**src/rtl/icinv_pkg.sv**
```systemverilog
package icinv_pkg;

    localparam logic [5:0]  OPC_MAJOR = 6'b100100;
    localparam logic [4:0]  OPC_RSVD  = 5'b00000;
    localparam logic [10:0] OPC_FUNC  = 11'b00001101000;
    localparam logic [4:0]  EXC_PRIV  = 5'b00111;

    typedef enum logic [1:0] {
        ST_IDLE = 2'd0,
        ST_EXEC = 2'd1,
        ST_DONE = 2'd2
    } seq_state_e;

    typedef struct packed {
        logic hit;   // word matches the invalidate encoding
        logic trap;  // privileged and issued from user mode
    } dec_t;

    function automatic logic is_inval_word(input logic [31:0] w);
        return (w[31:26] == OPC_MAJOR) && (w[25:21] == OPC_RSVD) && (w[10:0] == OPC_FUNC);
    endfunction

    function automatic int line_shift(input int words);
        return (words == 8) ? 5 : 4;
    endfunction

endpackage

```
**src/rtl/icinv_decode.sv**
```systemverilog
module icinv_decode
    import icinv_pkg::*;
#(
    parameter int MMU_LEVEL = 1
) (
    input  logic [31:0] instr,
    input  logic        user_mode,
    output dec_t        dec
);

    logic hit;
    assign hit = is_inval_word(instr);

    generate
        if (MMU_LEVEL >= 1) begin : g_priv
            assign dec.trap = hit && user_mode;
        end else begin : g_nopriv
            logic unused_um;
            assign unused_um = user_mode;
            assign dec.trap  = 1'b0;
        end
    endgenerate

    assign dec.hit = hit;

endmodule

```
**src/rtl/icinv_index.sv**
```systemverilog
module icinv_index
    import icinv_pkg::*;
#(
    parameter int LINE_WORDS  = 4,
    parameter int CACHE_BYTES = 1024,
    parameter int IDX_W       = $clog2(CACHE_BYTES) - line_shift(LINE_WORDS)
) (
    input  logic [31:0]      ra,
    output logic [IDX_W-1:0] idx
);

    localparam int SH = line_shift(LINE_WORDS);

    generate
        if (LINE_WORDS == 8) begin : g_line8
            assign idx = ra[5 +: IDX_W];
        end else begin : g_line4
            assign idx = ra[4 +: IDX_W];
        end
    endgenerate

    logic unused_ra;
    assign unused_ra = ^{ra[SH-1:0], ra[31:SH+IDX_W]};

endmodule

```
**src/rtl/icinv_seq.sv**
```systemverilog
module icinv_seq
    import icinv_pkg::*;
#(
    parameter int IDX_W = 6
) (
    input  logic             clk,
    input  logic             rst,
    input  logic             issue_valid,
    input  dec_t             dec,
    input  logic [IDX_W-1:0] idx_in,
    output logic             busy,
    output logic             tag_we,
    output logic [IDX_W-1:0] tag_index,
    output logic             priv_exc,
    output logic [4:0]       exc_code,
    output logic             done
);

    seq_state_e       state_q;
    logic [IDX_W-1:0] idx_q;
    logic             trap_q;
    logic [4:0]       exc_q;

    always_ff @(posedge clk) begin
        if (rst) begin
            state_q <= ST_IDLE;
            idx_q   <= '0;
            trap_q  <= 1'b0;
            exc_q   <= '0;
        end else begin
            case (state_q)
                ST_IDLE: begin
                    if (issue_valid && dec.hit) begin
                        state_q <= ST_EXEC;
                        idx_q   <= idx_in;
                        trap_q  <= dec.trap;
                        if (dec.trap) begin
                            exc_q <= EXC_PRIV;
                        end
                    end
                end
                ST_EXEC: state_q <= ST_DONE;
                ST_DONE: state_q <= ST_IDLE;
                default: state_q <= ST_IDLE;
            endcase
        end
    end

    always_comb begin
        busy      = (state_q != ST_IDLE);
        tag_we    = (state_q == ST_EXEC) && !trap_q;
        priv_exc  = (state_q == ST_EXEC) && trap_q;
        tag_index = tag_we ? idx_q : '0;
        done      = (state_q == ST_DONE);
        exc_code  = exc_q;
    end

endmodule

```
**src/rtl/icache_line_inval.sv**
```systemverilog
module icache_line_inval
    import icinv_pkg::*;
#(
    parameter int LINE_WORDS  = 4,
    parameter int CACHE_BYTES = 1024,
    parameter int MMU_LEVEL   = 1,
    parameter int TAG_W       = 22,
    localparam int IDX_W      = $clog2(CACHE_BYTES) - line_shift(LINE_WORDS)
) (
    input  logic             clk,
    input  logic             rst,
    input  logic             issue_valid,
    input  logic [31:0]      instr,
    input  logic [31:0]      ra_val,
    input  logic [31:0]      rb_val,
    input  logic             user_mode,
    input  logic             cache_enable,
    output logic             busy,
    output logic             tag_we,
    output logic [IDX_W-1:0] tag_index,
    output logic [TAG_W-1:0] tag_wdata,
    output logic             priv_exc,
    output logic [4:0]       exc_code,
    output logic             done
);

    dec_t             dec;
    logic [IDX_W-1:0] line_idx;

    icinv_decode #(
        .MMU_LEVEL(MMU_LEVEL)
    ) decode_i (
        .instr    (instr),
        .user_mode(user_mode),
        .dec      (dec)
    );

    icinv_index #(
        .LINE_WORDS (LINE_WORDS),
        .CACHE_BYTES(CACHE_BYTES),
        .IDX_W      (IDX_W)
    ) index_i (
        .ra (ra_val),
        .idx(line_idx)
    );

    icinv_seq #(
        .IDX_W(IDX_W)
    ) seq_i (
        .clk        (clk),
        .rst        (rst),
        .issue_valid(issue_valid),
        .dec        (dec),
        .idx_in     (line_idx),
        .busy       (busy),
        .tag_we     (tag_we),
        .tag_index  (tag_index),
        .priv_exc   (priv_exc),
        .exc_code   (exc_code),
        .done       (done)
    );

    // A cleared tag also clears the valid bit.
    assign tag_wdata = '0;

    logic unused_ops;
    assign unused_ops = ^{rb_val, cache_enable};

endmodule

```
**config.mk**
```make
export PLATFORM = sky130hd
export DESIGN_NAME = icache_line_inval
export DESIGN_NICKNAME = d
export VERILOG_FILES = /design/src/rtl/icinv_pkg.sv /design/src/rtl/icinv_decode.sv /design/src/rtl/icinv_index.sv /design/src/rtl/icinv_seq.sv /design/src/rtl/icache_line_inval.sv
export SDC_FILE = /design/constraint.sdc
export NUM_CORES = 1
export LEC_CHECK = 0
export CORE_MARGIN = 2
export CORE_UTILIZATION = 22
export DETAILED_ROUTE_END_ITERATION = 8
export HOLD_SLACK_MARGIN = 0.05
export PLACE_DENSITY = 0.82
export SYNTH_ARGS = -nofsm -noshare
export SYNTH_HDL_FRONTEND = slang
export SYNTH_HIERARCHICAL = 1
export SYNTH_SLANG_ARGS = --single-unit
export TNS_END_PERCENT = 100
```
**constraint.sdc**
```tcl
create_clock -name clk -period 1.6 [get_ports clk]
set_input_delay 0.32 -clock clk [delete_from_list [all_inputs] [get_ports clk]]
set_output_delay 0.32 -clock clk [all_outputs]
set_load 0.02 [all_outputs]
```
Word level (Yosys, flattened, before mapping). Cells that the tools add are included. Widths: inputs -> output; s select.

Output and inout bits: 37. Register bits after elaboration: 10. Input port bits: 101. Word-level logic and storage cells: 24.

Equality and inequality tests: 5. Muxes and demuxes: 3. Reductions and logical operators: 12.

Operators by type and width (number): $eq 11x7->1 const B (1); $eq 6x6->1 const B (1); $logic_and 1x1->1 (6); $mux 6 (1); $logic_not 5->1 (1); $pmux 2 s2 (1); $reduce_and 3->1 (1); $eq 2x1->1 const B (1); $eq 2x2->1 const B (1); $logic_not 2->1 (1); $mux 2 (1); $ne 2x1->1 const B (1); $reduce_and 2->1 (1); $reduce_bool 2->1 (1); $logic_not 1->1 (1).

Depth between registers and ports, before layout.
Depth after elaboration: 6. Mapped depth: 7. Gate-level depth less buffers: 5.

Hierarchy. The synthesis kept the hierarchy.

By module, submodules not included: icinv_seq (area an instance 519.2 um^2, seq. area each 200.2 um^2, cells each 54, instances 1); icache_line_inval (area an instance 168.9 um^2, seq. area each 0.0 um^2, cells each 23, instances 1); icinv_decode (area an instance 98.8 um^2, seq. area each 0.0 um^2, cells each 12, instances 1); icinv_index (area an instance 45.0 um^2, seq. area each 0.0 um^2, cells each 6, instances 1).

Worst setup path after synthesis. Ideal clock, no wire load.

Path type: input -> register. Start: input instr[21]. End: register seq_i.idx_q[0]. Stages on the path: 7. Path buffers: 2. Required time: 1.528 ns. Arrival time: 1.383 ns. Path slack: 0.145 ns. Library setup time: 0.072 ns. Path through: nor4_2 > nand4_1 > nor2_1 > buf_4 > and4bb_1 > buf_4 > mux2i_1.

Longest elaborated chain between the ends: 5.

Ends and longest elaborated chain: start, declared (RTL line icache_line_inval.sv:13) `input logic [31:0] instr,`; $logic_not 5->1 (RTL line icinv_pkg.sv:20) `return (w[31:26] == OPC_MAJOR) && (w[25:21] == OPC_RSVD) && (w[10:0] == OPC_FUNC);`; $logic_and 1x1->1 (2 in series) (RTL line icinv_pkg.sv:20); named net decode_i.hit (RTL line icinv_decode.sv:11) `logic hit;`; $logic_and 1x1->1 (RTL line icinv_seq.sv:33) `if (issue_valid && dec.hit) begin`; $reduce_and 2->1 (no line); end signal, assigned (RTL line icinv_seq.sv:35) `idx_q <= idx_in;`; end, declared (RTL line icinv_seq.sv:20) `logic [IDX_W-1:0] idx_q;`.

The timed path passes the listed nets, and every way through them passes these cells. A chain may end at the register's enable or synchronous reset.

Worst setup path after layout.
Start: register seq_i.state_q[0]. End: output tag_index[3].

Longest elaborated chain between the ends: 3.

Ends and longest elaborated chain: start, declared (RTL line icinv_seq.sv:19) `seq_state_e state_q;`; start signal, assigned (RTL line icinv_seq.sv:26) `state_q <= ST_IDLE;`; start signal, assigned (RTL line icinv_seq.sv:34) `state_q <= ST_EXEC;`; start signal, assigned (RTL line icinv_seq.sv:42) `ST_EXEC: state_q <= ST_DONE;`; $eq 2x1->1 (RTL line icinv_seq.sv:51) `tag_we = (state_q == ST_EXEC) && !trap_q;`; $logic_and 1x1->1 (RTL line icinv_seq.sv:51); $mux 6 (RTL line icinv_seq.sv:53) `tag_index = tag_we ? idx_q : '0;`; end, declared (RTL line icache_line_inval.sv:20) `output logic [IDX_W-1:0] tag_index,`.

No other way between the ends.

==> run_results.csv <==
group,metric,value,unit
critical_path,rrSetupSlack,0.43,ns
synthesis,synthCells,95,
die,design.core.area,3660,um^2
grt,grt_max_degree,18,
placed_design,place_congestion,0.695,
critical_path,crit_path_start_kind,"flip-flop",
grt,antenna_found_initial,0,
detailed_routing,vias_per_cell,3.66,
placed_design,portBuffers,44,
critical_path,critPathArrivalTime,1.25,ns
min_path,hold_class,"flip-flop to flip-flop",
synthesis,synth_simple_gate_area_frac,0.343,
critical_path,rr_endpoint,"seq_i/idx_q[1]$_SDFFE_PP0P_",
detailed_routing,first_iter_violations,10,
synthesis,synthXorXnorAreaFrac,0,
synthesis,avgSynthCellArea,8.76,um^2
synthesis,synth.distinct_cells,23,
die,io_pins,138,
clocking,clkLatencyLatePin,0.23,ns
critical_path,critPathMaxFanout,5,
timing,finalClockSkew,0.00259,ns
grt,first_global_vias,678,
synthesis,synth-seq-area-share,0.241,
synthesis,synth_area_leaders,"buf_4 (31%), dfxtp_1 (24%), nand2b_1 (11%), mux2i_1 (8.4%), and2_1 (4.5%)",
clocking,cts_buffers,3,
detailed_routing,wire_per_inst,10.3,um
critical_path,r2r_cells,4,
detailed_routing,drc,0,
power,p_per_area,531,nW/um^2
clocking,clock-sinks,10,
critical_path,cp_data_required_time,1.28,ns
synthesis,synth-adder-area-share,0,
clocking,root_buffer,"clkbuf_8",
grt,grt_pass1_wl,3060,um
finish,nNetsFinal,244,
synthesis,yosys_most_used_dff,"dfxtp_1",
synthesis,synth_common_cells,"buf_4 (34), nand2b_1 (14), dfxtp_1 (10), mux2i_1 (7), and2_1 (6)",
synthesis,ys_seq_elements,10,
min_path,hold_path_startpoint,"seq_i/idx_q[0]$_SDFFE_PP0P_",
synthesis,synth_compound_area_frac,0.00752,
finish,drive_gt1_frac,0.289,
detailed_routing,antenna_left,0,
min_path,min_delay_worst_endpoint,"seq_i/idx_q[0]$_SDFFE_PP0P_",
power,ir_drop,524,uV
synthesis,yosysMostFrequentCell,"buf_4",
die,initial_utilization,0.227,
synthesis,synth_enable_flop_cells,0,
timing,max_freq,639,MHz
die,fp.dieH,65.5,um
timing,fin_hold_ws,0.474,ns
finish,area.growth.synth_to_final,59.2,%
grt,grt-ovfl-total,0,
detailed_routing,drtPass1Iterations,4,
critical_path,cpPeakStageDelay,0.31,ns
job,maxCapViolations,0,
placed_design,placedCellCount,179,
synthesis,async_flop_share,0,
clocking,cts_tree,"yes",
finish,insertedDiodeCount,0,
finish,stdcell_count,190,
synthesis,synth_top_family_by_area,"simple AND/OR/NAND/NOR gates",
synthesis,syn-cell-area,832,um^2
timing,rsz0062_at_grt,"true",
die,fp-row-count,22,
synthesis,yosys.area.top_type,"buf_4",
clocking,htreeDepth,1,
synthesis,synth_top_area_share,0.307,
clocking,clockBufferDepth,2,
detailed_routing,drt-total-wl,1950,um
synthesis,synth_warnings,6,
synthesis,synthMuxAreaShare,0.0842,
clocking,cts.clk_slew.worst_paths,0.05,ns
critical_path,worstSetupEndpointType,"output pin",
critical_path,crit_type,"flip-flop to output pin",
timing,min_period,1.57,ns
critical_path,cpMostUsedCell,"buf_4",
timing,hold_viol_final,0,
placed_design,dp_hpwl,1500,um
detailed_routing,num_vias,695,
critical_path,cp_cell_sequence,"nor3b_2, buf_4, buf_4, and2_4, buf_6",
timing,setup_viol,0,
critical_path,worstReg2RegStart,"seq_i/state_q[0]$_SDFFE_PP0P_",
die,die_w,65.5,um
power,leakagePower,0.699,nW
critical_path,cpMaxStageDelayCell,"dfxtp_2",
finish,final_util,0.362,
die,die_area,4290,um^2
timing,fin_crit_sh,0.978,
outcome,status,"completed",
min_path,worstHoldPathCells,2,
timing,finalMaxSlewViolations,0,
grt,grt_usage,0.0932,
-- placed cells by master (no fill, tap or decap), types with 2 or more instances in the layout --
| cell | instances |
|---|---|
| conb_1 | 24 |
| nand2b_1 | 14 |
| buf_4 | 10 |
| dlygate4sd2_1 | 10 |
| dlymetal6s2s_1 | 10 |
| clkdlybuf4s50_1 | 9 |
| dfxtp_1 | 8 |
| mux2i_1 | 7 |
| clkbuf_2 | 5 |
| buf_6 | 5 |
| clkbuf_8 | 4 |
| nor2_1 | 4 |
| and2_4 | 4 |
| clkdlybuf4s15_1 | 3 |
| buf_2 | 3 |
| and4bb_2 | 2 |
| and2_1 | 2 |
| dfxtp_2 | 2 |
-- layer usage --
metal | wire [um] | share of wire | track usage
met3 | 118 | 0.061 | 0.0257
met5 | 0 | 0 | 0
met4 | 0 | 0 | 0.0156
met2 | 1040 | 0.53 | 0.171
met1 | 793 | 0.41 | 0.109
-- where the power goes --
| group | leakage, nW | internal, mW | total, mW | switching (mW) |
|---|---|---|---|---|
| Clock | 0.0288 | 0.216 | 0.316 | 0.100 |
| Combinational | 0.589 | 0.0630 | 0.137 | 0.0741 |
| Sequential | 0.0815 | 0.249 | 0.249 | 0.0000000147 |
-- critical path, delay by kind of cell, from the launching register on --
family / cells / cell delay (ns)
flip-flops: 1 / 0.31
AND/OR/NAND/NOR: 2 / 0.29
buffers and inverters: 3 / 0.40
-- how the worst max path moves through the flow --
stage | from | slack, ns | depth (start not counted) | end
after global placement | instr[27] | -0.34 | 7 | seq_i/idx_q[4]$_SDFFE_PP0P_
after floorplan | instr[21] | 0.15 | 7 | seq_i/idx_q[0]$_SDFFE_PP0P_
after CTS | seq_i/state_q[1]$_SDFFE_PP0P_ | 0.003 | 5 | tag_index[3]
after detailed placement | instr[27] | -0.44 | 7 | seq_i/idx_q[1]$_SDFFE_PP0P_
after global routing | instr[29] | -0.03 | 7 | seq_i/idx_q[4]$_SDFFE_PP0P_
final | seq_i/state_q[0]$_SDFFE_PP0P_ | 0.03 | 5 | tag_index[3]
-- state kept, by name, summed over array words and instances (netlist names) --
signal / flops
seq_i/exc_code: 1
seq_i/idx_q: 6
seq_i/state_q: 2
seq_i/trap_q: 1
-- logic make-up (layout without fill, tap and decap cells) --
kind of cell / after synthesis / in the layout
AO/OA/AOI/OAI: 1 / 1
buffers and inverters: 36 / 61
flip-flops: 10 / 10
multiplexers: 7 / 7
other: 2 / 24
AND/OR/NAND/NOR: 39 / 39
-- repair_timing --
action / 4_1_cts / 5_1_grt
gates resized for setup: 47 / 39
hold buffers: 0 / 0
setup endpoints to repair: 17 / 19
pin swaps: 7 / 10
setup buffers: 6 / 1
-- area by class of cell --
cell class	count	area, um^2
inverter	1	3.75
multi-input combinational	71	479
fill	386	2340
tap	48	60.1
clock buffer	4	55.1
timing repair buffer	56	524
sequential	10	203
-- per-stage QoR --
step	setup TNS (ns)	cell area, um^2	power [mW]	worst slack [ns]
2_1_floorplan	0	915	0.376	0.145
3_3_place_gp	-2.75	1210	0.399	-0.337
3_5_place_dp	-3.84	1210	0.401	-0.439
4_1_cts	0	1270	0.712	0.00290
5_1_grt	-0.0850	1330	0.736	-0.0350
6_report	0	1330	0.703	0.0349
(Power assumes the default switching activity.)
